## src/rtl/bufPipePkg.sv

```systemverilog
package bufPipePkg;
  // strobes from control to datapath
  typedef struct packed {
    logic loadOutFromSkid;
    logic loadOutFromIn;
    logic loadSkid;
  } pipeCtrlT;
endpackage

```

## src/rtl/bufPipeProc.sv

```systemverilog
module bufPipeProc #(
  parameter int WIDTH = 16,
  parameter int STEP  = 1
) (
  input  logic [WIDTH-1:0] rawIn,
  output logic [WIDTH-1:0] procOut
);
  localparam logic [WIDTH-1:0] STEPV = WIDTH'(STEP);

  generate
    if (STEP == 0) begin : g_bypass
      assign procOut = rawIn;
    end else begin : g_incr
      assign procOut = rawIn + STEPV;
    end
  endgenerate
endmodule

```

## src/rtl/bufPipeCtrl.sv

```systemverilog
module bufPipeCtrl
  import bufPipePkg::*;
(
  input  logic     clk,
  input  logic     rst,
  input  logic     upStb,
  input  logic     dnBusy,
  output pipeCtrlT ctrl,
  output logic     outValid,
  output logic     upBusy
);
  logic outValidQ;
  logic skidValidQ;
  logic upBusyQ;
  logic inAccept;
  logic outFree;
  logic outValidNext;
  logic skidValidNext;

  assign inAccept = upStb & ~upBusyQ;
  assign outFree  = ~outValidQ | ~dnBusy;

  always_comb begin
    ctrl.loadOutFromSkid = outFree & skidValidQ;
    ctrl.loadOutFromIn   = outFree & ~skidValidQ & inAccept;
    ctrl.loadSkid        = ~outFree & inAccept;
  end

  always_comb begin
    if (outFree) outValidNext = skidValidQ | inAccept;
    else         outValidNext = 1'b1;
    if (skidValidQ) skidValidNext = ~outFree;
    else            skidValidNext = ctrl.loadSkid;
  end

  always_ff @(posedge clk) begin
    if (rst) begin
      outValidQ  <= 1'b0;
      skidValidQ <= 1'b0;
      upBusyQ    <= 1'b0;
    end else begin
      outValidQ  <= outValidNext;
      skidValidQ <= skidValidNext;
      upBusyQ    <= skidValidNext;
    end
  end

  assign outValid = outValidQ;
  assign upBusy   = upBusyQ;
endmodule

```

## src/rtl/bufPipeData.sv

```systemverilog
module bufPipeData
  import bufPipePkg::*;
#(
  parameter int WIDTH = 16,
  parameter int STEP  = 1
) (
  input  logic             clk,
  input  pipeCtrlT         ctrl,
  input  logic [WIDTH-1:0] upData,
  output logic [WIDTH-1:0] dnData
);
  logic [WIDTH-1:0] procWord;
  logic [WIDTH-1:0] skidQ;
  logic [WIDTH-1:0] outQ;

  bufPipeProc #(.WIDTH(WIDTH), .STEP(STEP)) i_proc (
    .rawIn  (upData),
    .procOut(procWord)
  );

  always_ff @(posedge clk) begin
    if (ctrl.loadSkid) skidQ <= procWord;
    if (ctrl.loadOutFromSkid)    outQ <= skidQ;
    else if (ctrl.loadOutFromIn) outQ <= procWord;
  end

  assign dnData = outQ;
endmodule

```

## src/rtl/bufPipeStage.sv

```systemverilog
module bufPipeStage
  import bufPipePkg::*;
#(
  parameter int WIDTH = 16,
  parameter int STEP  = 1
) (
  input  logic             clk,
  input  logic             rst,
  input  logic             upStb,
  input  logic [WIDTH-1:0] upData,
  output logic             upBusy,
  output logic             dnStb,
  output logic [WIDTH-1:0] dnData,
  input  logic             dnBusy
);
  pipeCtrlT ctrl;

  bufPipeCtrl i_ctrl (
    .clk     (clk),
    .rst     (rst),
    .upStb   (upStb),
    .dnBusy  (dnBusy),
    .ctrl    (ctrl),
    .outValid(dnStb),
    .upBusy  (upBusy)
  );

  bufPipeData #(.WIDTH(WIDTH), .STEP(STEP)) i_data (
    .clk   (clk),
    .ctrl  (ctrl),
    .upData(upData),
    .dnData(dnData)
  );
endmodule

```

## config.mk

```make
export PLATFORM = sky130hd
export DESIGN_NAME = bufPipeStage
export DESIGN_NICKNAME = d
export VERILOG_FILES = /design/src/rtl/bufPipePkg.sv /design/src/rtl/bufPipeProc.sv /design/src/rtl/bufPipeCtrl.sv /design/src/rtl/bufPipeData.sv /design/src/rtl/bufPipeStage.sv
export SDC_FILE = /design/constraint.sdc
export NUM_CORES = 1
export LEC_CHECK = 0
export ABC_AREA = 0
export BUFFER_PORTS_ARGS = -buffer_cell sky130_fd_sc_hd__buf_2
export CORE_ASPECT_RATIO = 0.9
export CORE_UTILIZATION = 45
export DETAILED_ROUTE_END_ITERATION = 10
export GPL_ROUTABILITY_DRIVEN = 0
export GPL_TIMING_DRIVEN = 0
export HOLD_SLACK_MARGIN = 0.12
export PLACE_DENSITY = 0.69
export SYNTH_ARGS = -nofsm -noshare
export SYNTH_HDL_FRONTEND = slang
export SYNTH_SLANG_ARGS = --single-unit
```

## constraint.sdc

```tcl
create_clock -name clk -period 3.1 [get_ports clk]
set_input_delay 0.62 -clock clk [delete_from_list [all_inputs] [get_ports clk]]
set_output_delay 0.62 -clock clk [all_outputs]
set_load 0.01 [all_outputs]
```

==> results of run 1 <==
==> layout by cell type, fill, tap and decap left out, drive strengths merged <==
| cell | netlist | routed |
|---|---|---|
| buf | 1 | 39 |
| edfxtp | 32 | 32 |
| mux2 | 15 | 15 |
| xor2 | 8 | 8 |
| nand3 | 6 | 6 |
| xnor2 | 6 | 6 |
| nand2 | 5 | 5 |
| clkbuf | 0 | 5 |
| nor3 | 4 | 4 |
| nand4 | 4 | 4 |
| nor4 | 3 | 3 |
| nor2 | 3 | 3 |
| a21oi | 3 | 3 |
| inv | 2 | 2 |
| and3 | 2 | 2 |
| clkinv | 0 | 2 |
| dfxtp | 2 | 2 |
| and4 | 1 | 1 |
| nor3b | 1 | 1 |
| ha | 1 | 1 |
| bufinv | 0 | 1 |
==> worst max path at each step <==
stage	to	slack [ps]	depth (start not counted)
final	i_data.dnData[9]	1300	5
after global routing	i_data.dnData[14]	1210	6
after CTS	i_data.dnData[9]	1280	5
after detailed placement	i_data.dnData[9]	980	5
after global placement	i_data.skidQ[12]	60	3
after floorplan	i_data.skidQ[0]	720	2
==> critical path, cell delays in order <==
cell and delay (ps):
sky130_fd_sc_hd__buf_2 90, sky130_fd_sc_hd__nand2_1 110, sky130_fd_sc_hd__nand2_1 310, sky130_fd_sc_hd__buf_2 330, sky130_fd_sc_hd__mux2_2 370
==> power by group through the flow <==
| stage | combinational (mW) | sequential [mW] | clock, mW |
|---|---|---|---|
| final | 0.0986 | 0.535 | 0.395 |
| after CTS | 0.0997 | 0.536 | 0.400 |
| after floorplan | 0.0409 | 0.555 | 0 |
| after detailed placement | 0.0986 | 0.545 | 0 |
| after global routing | 0.109 | 0.537 | 0.418 |
| after global placement | 0.0946 | 0.545 | 0 |
==> flip-flops by register name, indices dropped and copies added, names as in the netlist <==
signal,flops
i_data.dnData,16
i_data.skidQ,16
i_ctrl.outValid,1
i_ctrl.skidValidQ,1
==> metrics by stage <==
stage,hold WS (ps),std cells,utilization,worst slack (ps),cell area [um2]
4_1_cts,512,187,0.601,1280,1890
2_1_floorplan,501,99,-,717,1520
3_5_place_dp,515,179,0.566,977,1780
3_3_place_gp,511,178,0.560,57.9,1760
5_1_grt,508,187,0.601,1210,1890
6_report,520,187,0.601,1300,1890
==> cell families (layout without fill, tap and decap cells) <==
logic type      after synthesis  after routing  share of synthesized area
flops                        34             34                      0.659
xor+xnor                     14             14                     0.0807
compound gates                3              3                    0.00988
mux                          15             15                      0.111
buf+inv                       3             49                    0.00824
fa+ha+maj                     1              1                    0.00824
simple gates                 29             29                      0.123
==> cell type report <==
class	instances	area share
buffer	1	0.00265
multi-input combinational	62	0.273
inverter	2	0.00398
timing repair buffer	38	0.104
sequential	34	0.531
tap	42	0.0279
clock buffer	5	0.0365
clock inverter	3	0.0212
==> metal layers <==
metal  track usage  up-vias  part of all wire
li1              -      465                 -
met1         0.206      472              0.44
met2         0.284       22              0.50
met3        0.0660        6             0.045
met4        0.0584        0             0.016
met5             0        -                 0
==> run summary, run 1 <==
=====================================================================================
Status                                                                   complete, no violations
Cts-stage hold buffer count                                                         0
Clock-pin slew of the registers on the worst-case setup and hold paths          70 ps
Logic depth of the worst register-to-register path                                  4
Clock latency on the worst-skew pair                                           290 ps
Slew at the pin closest to its max-slew limit                                  933 ps
Worst setup path category                                                input port to register
Power Internal                                                               0.808 mW
Starting utilization of the core area                                           0.484
Post-synth EDFFs                                                                   32
Net switching power of the design                                            0.221 mW
Arr. time, crit path                                                          1840 ps
TritonCTS clock tree                                                            built
Part of the total power dissipated in combinational logic                       0.096
Most common library cells after synthesis                                sky130_fd_sc_hd__edfxtp_1 (32), sky130_fd_sc_hd__mux2_2 (14), sky130_fd_sc_hd__xor2_1 (8), sky130_fd_sc_hd__nand3_1 (6), sky130_fd_sc_hd__xnor2_1 (6)
Largest vdd supply drop                                                      0.293 mV
Proportion of power drawn by flip-flops and latches                             0.520
PwrDens                                                                    546 nW/um2
Number of clock buffers inserted by TritonCTS                                       5
Highest achievable clock rate                                                 554 MHz
Beginning of the worst register-to-register path                         i_ctrl.outValid
Area fraction of the dominant cell type after synthesis                         0.633
R2R Path End                                                             i_data.dnData[9]
Post-DP HPWL                                                                  1.92 mm
Total Die Area                                                               3610 um2
Worst Hold Launch                                                                 rst
Worst EP required                                                             3140 ps
Yosys Warn Count                                                                    0
Drt via density                                                                  5.16
RSZ-0062 raised after global routing                                               no
Static Leakage                                                               0.716 nW
Postcts setup bufs                                                                  0
Slew Viols, Final                                                                   0
Worst Hold End                                                           i_ctrl.outValid
Maximum number of pins on one net before global-route repair                       17
Area of the multi-input gates                                                 514 um2
I/O pins                                                                           38
Start point of the critical path                                               dnBusy
Primary flip-flop cell chosen by synthesis mapping                       sky130_fd_sc_hd__edfxtp_1
Final total negative setup slack                                                 0 ps
Synthesis-stage register bit count                                                 34
CTS sink count                                                                     34
Antenna-violating nets left                                                         0
Library cells used by synthesis                                                    20
Final Critical Period                                                         1800 ps
Routed Wire Length                                                            2.67 mm
Classification of the worst-slack hold path                              input port to register
Antenna violations before repair                                                    0
Overall power of the completed layout                                         1.03 mW
Cell Rows                                                                          19
Cell area after technology mapping                                           1520 um2
Hold Path Depth                                                                     2
Synth area leaders                                                       sky130_fd_sc_hd__edfxtp_1 (63%), sky130_fd_sc_hd__mux2_2 (10%), sky130_fd_sc_hd__xor2_1 (4.6%)
Net count after synthesis                                                         120
Fraction of registers with async set/reset                                          0
DRC errors left                                                                     0
Antenna diode instance count                                                        0
Total of endpoints with negative setup slack in the final report                    0
First-pass GRT wire length                                                    4.55 mm
Largest fanout on the critical path                                                10
Starting DRC count in detailed routing                                             37
Final Skew                                                                    5.58 ps
CTS H-tree lvls                                                                     2
Wirelength per Cell                                                           14.3 um
Net switching fraction of the power                                             0.215
Residual overflow from global routing                                               0
Sequential-to-total area share from yosys stat                                  0.659
Max Buffers Root-to-Sink                                                            2
Cell with the most instances after synthesis                             sky130_fd_sc_hd__edfxtp_1
Number of global-route vias before repair                                         981
Horiz. Die Dim                                                                63.2 um
Worst slew margin                                                               0.378
Placeable Area                                                               3140 um2
Post-synthesis area per instance                                             15.3 um2
Setup slack of the worst register-to-register path                            1330 ps
Clock tree root driver cell                                              sky130_fd_sc_hd__clkbuf_8
Height of the chip                                                            57.1 um
Footprint of the flip-flops and latches                                      1000 um2
Clock power share                                                               0.384
Final worst path period share                                                   0.582
Startpoint Class                                                           input port
Post-cts repair resize count                                                        0
Buffers added on ports                                                             37
Overall fraction of global-route tracks in use                                  0.171
Max_cap viols                                                                       0
Via Count                                                                         965
DRT Pass-1 Iters                                                                    4
Cell accounting for the most synthesized area                            sky130_fd_sc_hd__edfxtp_1
Area added between synthesis and finish                                         24.1%
Fill cell count                                                                   268
Hold Fails Final Rpt                                                                0
Post-Synthesis Cells                                                               99
Critical path endpoint category                                              register
Share of cells above drive strength 1                                           0.462
Post-layout nets                                                                  165
=====================================================================================
No activity file was read; power rests on OpenSTA's default activity.
==> run 2, diff against run 1 <==
- ABC_AREA: 0 -> 1
- clock period: 3.1 -> 1.77 ns (I/O delays scaled with it)
==> run 2 against run 1 <==
Against the previous run: clock skew shrank 2.2 ps; critical path depth down 3; non-clock buffer count unchanged; final cell count is 35% higher; highest routed layer unchanged.
==> run summary, run 2 <==
=====================================================================================
Status                                                                   complete, no violations   unchanged
RSZ-0062 raised after global routing                                               no   unchanged
I/O pins                                                                           38   unchanged
CTS H-tree lvls                                                                     2   unchanged
Count of placed standard cells in the final layout, fillers left out              253   was 187
Final Skew                                                                    3.38 ps   was 5.58 ps
Logic depth of the worst register-to-register path                                  2   was 4
Residual overflow from global routing                                               0   unchanged
Hold Fails Final Rpt                                                                0   unchanged
Post-synth EDFFs                                                                   32   unchanged
Wirelength per Cell                                                           11.6 um   was 14.3 um
Worst Hold Launch                                                                 rst   unchanged
TritonCTS clock tree                                                            built   unchanged
Cts-stage hold buffer count                                                         0   unchanged
Final Critical Period                                                         1590 ps
Fraction of registers with async set/reset                                          0   unchanged
Starting utilization of the core area                                           0.475   was 0.484
Placeable Area                                                               3400 um2   was 3140 um2
Detailed route wirelength on metal3                                            118 um   was 121 um
Final worst path period share                                                   0.899
Max_cap viols                                                                       0   unchanged
Clock-pin slew of the registers on the worst-case setup and hold paths          70 ps   about the same
Start point of the critical path                                         i_ctrl.outValid   was dnBusy
Sequential-to-total area share from yosys stat                                  0.619   was 0.659
Height of the chip                                                            58.9 um   was 57.1 um
Slew Viols, Final                                                                   0   unchanged
Postcts setup bufs                                                                  0   unchanged
Antenna violations before repair                                                    0   unchanged
Post-synthesis area per instance                                             9.86 um2   was 15.3 um2
Routed Wire Length                                                            2.94 mm   was 2.67 mm
Number of global-route vias before repair                                        1175   was 981
Post-Synthesis Cells                                                              164   was 99
Static Leakage                                                               0.866 nW   was 0.716 nW
DRC errors left                                                                     0   unchanged
Drt via density                                                                  4.75   was 5.16
Largest fanout on the critical path                                                16   was 10
Share of cells above drive strength 1                                           0.278   was 0.462
WHS                                                                            242 ps   was 520 ps
Horiz. Die Dim                                                                65.2 um   was 63.2 um
Met2 Routed Length                                                            1.45 mm   was 1.32 mm
Synth area leaders                                                       sky130_fd_sc_hd__edfxtp_1 (59%), sky130_fd_sc_hd__nand2_1 (16%), sky130_fd_sc_hd__dfxtp_1 (2.5%)   was sky130_fd_sc_hd__edfxtp_1 (63%), sky130_fd_sc_hd__mux2_2 (10%), sky130_fd_sc_hd__xor2_1 (4.6%)
Worst EP required                                                             1680 ps   was 3140 ps
Clock tree root driver cell                                              sky130_fd_sc_hd__clkbuf_8   unchanged
Max Buffers Root-to-Sink                                                            2   unchanged
Arr. time, crit path                                                          1500 ps   was 1840 ps
Setup slack of the worst register-to-register path                             180 ps   was 1330 ps
Antenna-violating nets left                                                         0   unchanged
Clock latency on the worst-skew pair                                           280 ps   was 290 ps
Worst slew margin                                                               0.389   was 0.378
Area fraction of the dominant cell type after synthesis                         0.594   was 0.633
Routed length on met1                                                         1.32 mm   was 1.18 mm
Cell accounting for the most synthesized area                            sky130_fd_sc_hd__edfxtp_1   unchanged
Most common library cell in the layout ignoring fill and taps            sky130_fd_sc_hd__nand2_1   was sky130_fd_sc_hd__buf_2
PwrDens                                                                    850 nW/um2   was 546 nW/um2
Beginning of the worst register-to-register path                         i_ctrl.outValid   unchanged
Antenna diode instance count                                                        0   unchanged
Post-DP HPWL                                                                  2.13 mm   was 1.92 mm
Startpoint Class                                                             register   was input port
Slew at the pin closest to its max-slew limit                                  916 ps   was 933 ps
Net count after synthesis                                                         185   was 120
Maximum number of pins on one net before global-route repair                       17   unchanged
Highest achievable clock rate                                                 629 MHz
Overall fraction of global-route tracks in use                                  0.181   was 0.171
Cell Rows                                                                          20   was 19
Critical path endpoint category                                              register   unchanged
Classification of the worst-slack hold path                              input port to register   unchanged
Cell with the most instances after synthesis                             sky130_fd_sc_hd__nand2_1   was sky130_fd_sc_hd__edfxtp_1
Max layer used                                                                   met4   unchanged
Via Count                                                                        1201   was 965
Buffers added on ports                                                             37   unchanged
Crit path capture                                                        i_data.skidQ[7]   was i_data.dnData[9]
Post-cts repair resize count                                                        1   was 0
Library cells used by synthesis                                                    24   was 20
Post-placement cell count                                                         245   was 179
First-pass GRT wire length                                                    5.11 mm   was 4.55 mm
Area added between synthesis and finish                                         20.8%   was 24.1%
Post-layout nets                                                                  229   was 165
Primary flip-flop cell chosen by synthesis mapping                       sky130_fd_sc_hd__edfxtp_1   unchanged
Cell area after technology mapping                                           1620 um2   was 1520 um2
CTS sink count                                                                     34   unchanged
Total of endpoints with negative setup slack in the final report                    0   unchanged
Worst setup path category                                                register to register   was input port to register
Yosys Warn Count                                                                    0   unchanged
Largest vdd supply drop                                                      0.493 mV   was 0.293 mV
DRT Pass-1 Iters                                                                    4   unchanged
Most common library cells after synthesis                                sky130_fd_sc_hd__nand2_1 (70), sky130_fd_sc_hd__edfxtp_1 (32), sky130_fd_sc_hd__inv_1 (10), sky130_fd_sc_hd__nor2_1 (8), sky130_fd_sc_hd__nand3_1 (7)   was sky130_fd_sc_hd__edfxtp_1 (32), sky130_fd_sc_hd__mux2_2 (14), sky130_fd_sc_hd__xor2_1 (8), sky130_fd_sc_hd__nand3_1 (6), sky130_fd_sc_hd__xnor2_1 (6)
R2R Path End                                                             i_data.skidQ[7]   was i_data.dnData[9]
Total Die Area                                                               3840 um2   was 3610 um2
Number of clock buffers inserted by TritonCTS                                       5   unchanged
Synthesis-stage register bit count                                                 34   unchanged
Most frequent cells in the layout                                        sky130_fd_sc_hd__nand2_1 (70), sky130_fd_sc_hd__buf_2 (39), sky130_fd_sc_hd__edfxtp_1 (32)   was sky130_fd_sc_hd__buf_2 (38), sky130_fd_sc_hd__edfxtp_1 (32), sky130_fd_sc_hd__mux2_2 (14)
Starting DRC count in detailed routing                                             36   was 37
=====================================================================================
[run 2: cell types whose count changed in the layout (fill, tap and decap cells not counted), sizes merged, moves of 2 or more]
cell,change
and2,+3
and3,-2
inv,+9
mux2,-15
nand2,+68
nand3,+2
nand3b,+2
nor2,+10
nor3,-3
nor4,-3
o21ai,+3
xnor2,-2
xor2,-5
[run 2: cells by family (layout without fill, tap and decap cells)]
group,after synthesis,after routing,synth area share
flops,34,34,0.619
compound gates,5,5,0.0155
buf+inv,13,58,0.0317
simple gates,104,104,0.283
fa+ha+maj,1,1,0.00774
xor+xnor,7,7,0.0426
[run 2: worst min path at each step]
stage / end / slack, ps / cells past startpoint
after floorplan: i_ctrl.outValid / 420 / 1
after detailed placement: i_data.dnData[5] / 500 / 2
after CTS: i_ctrl.outValid / 240 / 2
after global routing: i_ctrl.outValid / 250 / 2
after global placement: i_data.dnData[1] / 500 / 2
final: i_ctrl.outValid / 240 / 2
[run 2: metal layers]
layer	track usage	up-vias
met2	0.308	24
met3	0.0523	6
met5	0	-
li1	-	626
met4	0.106	0
met1	0.203	545
[run 2: layout make-up]
| cell class | count | area [um2] |
|---|---|---|
| fill | 326 | 1450 |
| sequential | 34 | 1000 |
| multi-input combinational | 117 | 579 |
| timing repair buffer | 37 | 185 |
| clock buffer | 6 | 72.6 |
| tap | 44 | 55.1 |
| inverter | 11 | 41.3 |
| buffer | 2 | 10.0 |
| clock inverter | 2 | 8.76 |
[run 2: where the power goes]
| part | total, mW | switching (mW) | internal, mW |
|---|---|---|---|
| Sequential | 0.938 | 0.00875 | 0.929 |
| Combinational | 0.182 | 0.114 | 0.0684 |
| Clock | 0.539 | 0.269 | 0.270 |
[run 2: per-stage QoR]
step                      area, um2  total power [mW]   util  worst slack, ps  TNS, ps
after floorplan                1620              1.06      -             41.2        0
after global placement         1860              1.13  0.547             -337    -7590
after detailed placement       1870              1.14  0.548             -189    -3010
after CTS                      1950              1.67  0.574              151        0
after global routing           1950              1.73  0.574             47.6        0
final                          1950              1.66  0.574              179        0
[run 2: critical path, cell delays in order, from the launching register on]
cell	delay [ps]
sky130_fd_sc_hd__dfxtp_1	360
sky130_fd_sc_hd__nand2_1	140
sky130_fd_sc_hd__nor3b_4	710
==> run 3, diff against run 2 <==
- PLACE_DENSITY: 0.69 -> 0.68
- SYNTH_HIERARCHICAL: not set -> 1
==> run 3 against run 2 <==
Against the previous run: die area rose by 5.3%; non-clock buffer count grew 1; first-iteration DRC count grew 39%.
==> run summary, run 3 <==
=====================================================================================
Residual overflow from global routing                                               0   unchanged
Worst Hold Launch                                                               upStb   was rst
Antenna violations before repair                                                    0   unchanged
Placeable Area                                                               3500 um2   was 3400 um2
Post-Synthesis Cells                                                              172   was 164
Postcts setup bufs                                                                  0   unchanged
Starting utilization of the core area                                           0.487   was 0.475
Post-placement cell count                                                         253   was 245
Cell Rows                                                                          20   unchanged
Cts-stage hold buffer count                                                         0   unchanged
Worst setup path category                                                register to register   unchanged
Final Critical Period                                                         1490 ps   was 1590 ps
Hold Path Depth                                                                     3   was 2
Most common library cells after synthesis                                sky130_fd_sc_hd__nand2_1 (69), sky130_fd_sc_hd__edfxtp_1 (32), sky130_fd_sc_hd__nand2_2 (11), sky130_fd_sc_hd__inv_1 (9), sky130_fd_sc_hd__nor2_1 (8)   was sky130_fd_sc_hd__nand2_1 (70), sky130_fd_sc_hd__edfxtp_1 (32), sky130_fd_sc_hd__inv_1 (10), sky130_fd_sc_hd__nor2_1 (8), sky130_fd_sc_hd__nand3_1 (7)
Start point of the critical path                                         i_ctrl/outValid   was i_ctrl.outValid
Drt via density                                                                  4.86   was 4.75
Most common library cell in the layout ignoring fill and taps            sky130_fd_sc_hd__nand2_1   unchanged
Sequential-to-total area share from yosys stat                                  0.587   was 0.619
Logic depth of the worst register-to-register path                                  5   was 2
Starting DRC count in detailed routing                                             50   was 36
Antenna diode instance count                                                        0   unchanged
Clock tree root driver cell                                              sky130_fd_sc_hd__clkbuf_8   unchanged
Synth area leaders                                                       sky130_fd_sc_hd__edfxtp_1 (56%), sky130_fd_sc_hd__nand2_1 (15%), sky130_fd_sc_hd__nand2_2 (4.0%)   was sky130_fd_sc_hd__edfxtp_1 (59%), sky130_fd_sc_hd__nand2_1 (16%), sky130_fd_sc_hd__dfxtp_1 (2.5%)
Worst EP required                                                             1710 ps   was 1680 ps
Delay contributed by the slowest stage of the critical path                    380 ps   was 710 ps
Overall fraction of global-route tracks in use                                  0.179   was 0.181
Height of the chip                                                            60.4 um   was 58.9 um
Cell accounting for the most synthesized area                            sky130_fd_sc_hd__edfxtp_1   unchanged
Critical path endpoint category                                              register   unchanged
Final critical-path setup slack                                                281 ps   was 179 ps
Number of clock buffers inserted by TritonCTS                                       5   unchanged
Max_cap viols                                                                       0   unchanged
Overall power of the completed layout                                         1.67 mW   was 1.66 mW
CTS H-tree lvls                                                                     2   unchanged
Static Leakage                                                               0.902 nW   was 0.866 nW
Post-synthesis area per instance                                             9.92 um2   was 9.86 um2
Count of placed standard cells in the final layout, fillers left out              261   was 253
DRT Pass-1 Iters                                                                    4   unchanged
Design Area, Final                                                           2030 um2   was 1950 um2
Post-layout nets                                                                  237   was 229
Final worst path period share                                                   0.841   was 0.899
Yosys Warn Count                                                                    6   was 0
Synthesis-stage register bit count                                                 34   unchanged
TritonCTS clock tree                                                            built   unchanged
Fill cell count                                                                   329   was 326
Largest vdd supply drop                                                      0.380 mV   was 0.493 mV
Final Skew                                                                    4.22 ps   was 3.38 ps
Hold Fails Final Rpt                                                                0   unchanged
Share of cells above drive strength 1                                           0.336   was 0.278
Clock-pin slew of the registers on the worst-case setup and hold paths          60 ps   was 70 ps
Cell area after technology mapping                                           1710 um2   was 1620 um2
Post-synth EDFFs                                                                   32   unchanged
Number of global-route vias before repair                                        1203   was 1175
Area fraction of the dominant cell type after synthesis                         0.563   was 0.594
Largest fanout on the critical path                                                16   unchanged
Slew Viols, Final                                                                   0   unchanged
Status                                                                   complete, no violations   unchanged
First-pass GRT wire length                                                    5.08 mm   was 5.11 mm
Post-DP HPWL                                                                  2.39 mm   was 2.13 mm
Ordered list of cells on the worst path                                  nand2_1 > inv_1 > nor2_1 > buf_6 > or2_2   was nand2_1 > nor3b_4
Routed Wire Length                                                            3.18 mm   was 2.94 mm
Beginning of the worst register-to-register path                         i_ctrl/outValid   was i_ctrl.outValid
Classification of the worst-slack hold path                              input port to register   unchanged
Total Die Area                                                               4040 um2   was 3840 um2
Startpoint Class                                                             register   unchanged
Antenna-violating nets left                                                         0   unchanged
I/O pins                                                                           38   unchanged
Cell with the most instances after synthesis                             sky130_fd_sc_hd__nand2_1   unchanged
Horiz. Die Dim                                                                66.9 um   was 65.2 um
DRC errors left                                                                     0   unchanged
Fraction of registers with async set/reset                                          0   unchanged
Net count after synthesis                                                         193   was 185
Maximum number of pins on one net before global-route repair                       17   unchanged
Max Buffers Root-to-Sink                                                            2   unchanged
Via Count                                                                        1268   was 1201
Most frequent cells in the layout                                        sky130_fd_sc_hd__nand2_1 (69), sky130_fd_sc_hd__buf_2 (37), sky130_fd_sc_hd__edfxtp_1 (32)   was sky130_fd_sc_hd__nand2_1 (70), sky130_fd_sc_hd__buf_2 (39), sky130_fd_sc_hd__edfxtp_1 (32)
Area added between synthesis and finish                                         18.9%   was 20.8%
PwrDens                                                                    823 nW/um2   was 850 nW/um2
Worst slew margin                                                               0.432   was 0.389
CTS sink count                                                                     34   unchanged
Buffers added on ports                                                             37   unchanged
Library cells used by synthesis                                                    23   was 24
Total of endpoints with negative setup slack in the final report                    0   unchanged
Slew at the pin closest to its max-slew limit                                  851 ps   was 916 ps
Arr. time, crit path                                                          1420 ps   was 1500 ps
Pre-CTS setup slack                                                           -250 ps   was -189 ps
Footprint of the flip-flops and latches                                      1000 um2   unchanged
Wirelength per Cell                                                           12.2 um   was 11.6 um
Cell with the largest stage delay on the worst path                      sky130_fd_sc_hd__or2_2   was sky130_fd_sc_hd__nor3b_4
RSZ-0062 raised after global routing                                               no   unchanged
Primary flip-flop cell chosen by synthesis mapping                       sky130_fd_sc_hd__edfxtp_1   unchanged
Clock latency on the worst-skew pair                                           280 ps   about the same
Area of the multi-input gates                                                 611 um2   was 579 um2
Instance area after placement                                                1950 um2   was 1870 um2
Highest achievable clock rate                                                 672 MHz   was 629 MHz
Post-Route Utilization                                                          0.579   was 0.574
=====================================================================================
## run 3: final timing paths
check | end | slack, ps
setup / recovery | i_data/dnData[4] | 280
hold / removal | i_ctrl/outValid | 320
setup reg to reg | i_data/dnData[4] | 280
hold reg to reg | i_ctrl/upBusy | 500
## run 3: report_power, final
group	switching [mW]	internal, mW
sequential	0.00973	0.934
combinational	0.131	0.0771
clock	0.256	0.262
## run 3: logic make-up (layout without fill, tap and decap cells)
kind of cell    count (synthesis)  count (layout)  share of synthesized area
compound gates                  4               4                     0.0117
flops                          34              34                      0.587
buf+inv                        16              61                     0.0565
xor+xnor                        7               7                     0.0360
simple gates                  110             110                      0.302
fa+ha+maj                       1               1                    0.00734
## run 3: metal layers
metal  wire length (um)  vias up  GRT usage  share of wire
met3                231        4     0.0564          0.073
met1               1370      579      0.213           0.43
met2               1520       41      0.302           0.48
met4                 51        0     0.0760          0.016
li1                   -      644          -              -
met5                  0        -          0              0
## run 3: cell type report
cell class,count,share of cell area
multi-input cells,122,0.301
inverters,13,0.0265
well taps,44,0.0271
clock inverters,3,0.00555
flip-flops and latches,34,0.494
repair buffers,37,0.0913
clock buffers,5,0.0339
plain buffers,3,0.0210
## run 3: per-stage QoR
| step | hold WS [ps] | TNS, ps |
|---|---|---|
| global placement | 478 | -3300 |
| finish | 320 | 0 |
| floorplan | 461 | 0 |
| global route | 355 | 0 |
| detailed placement | 490 | -5700 |
| CTS | 311 | 0 |
## run 3: timing repair
action	in CTS	in global routing
cloned	0	0
endpoints found under the setup margin	16	16
resized for setup	1	1
hold endpoints to repair	0	0
## run 3: critical path: cells and delay by family, from the launching register on
family	cells	cell delay, ps
buffers and inverters	2	220
AND/OR/NAND/NOR	3	590
flip-flops	1	320
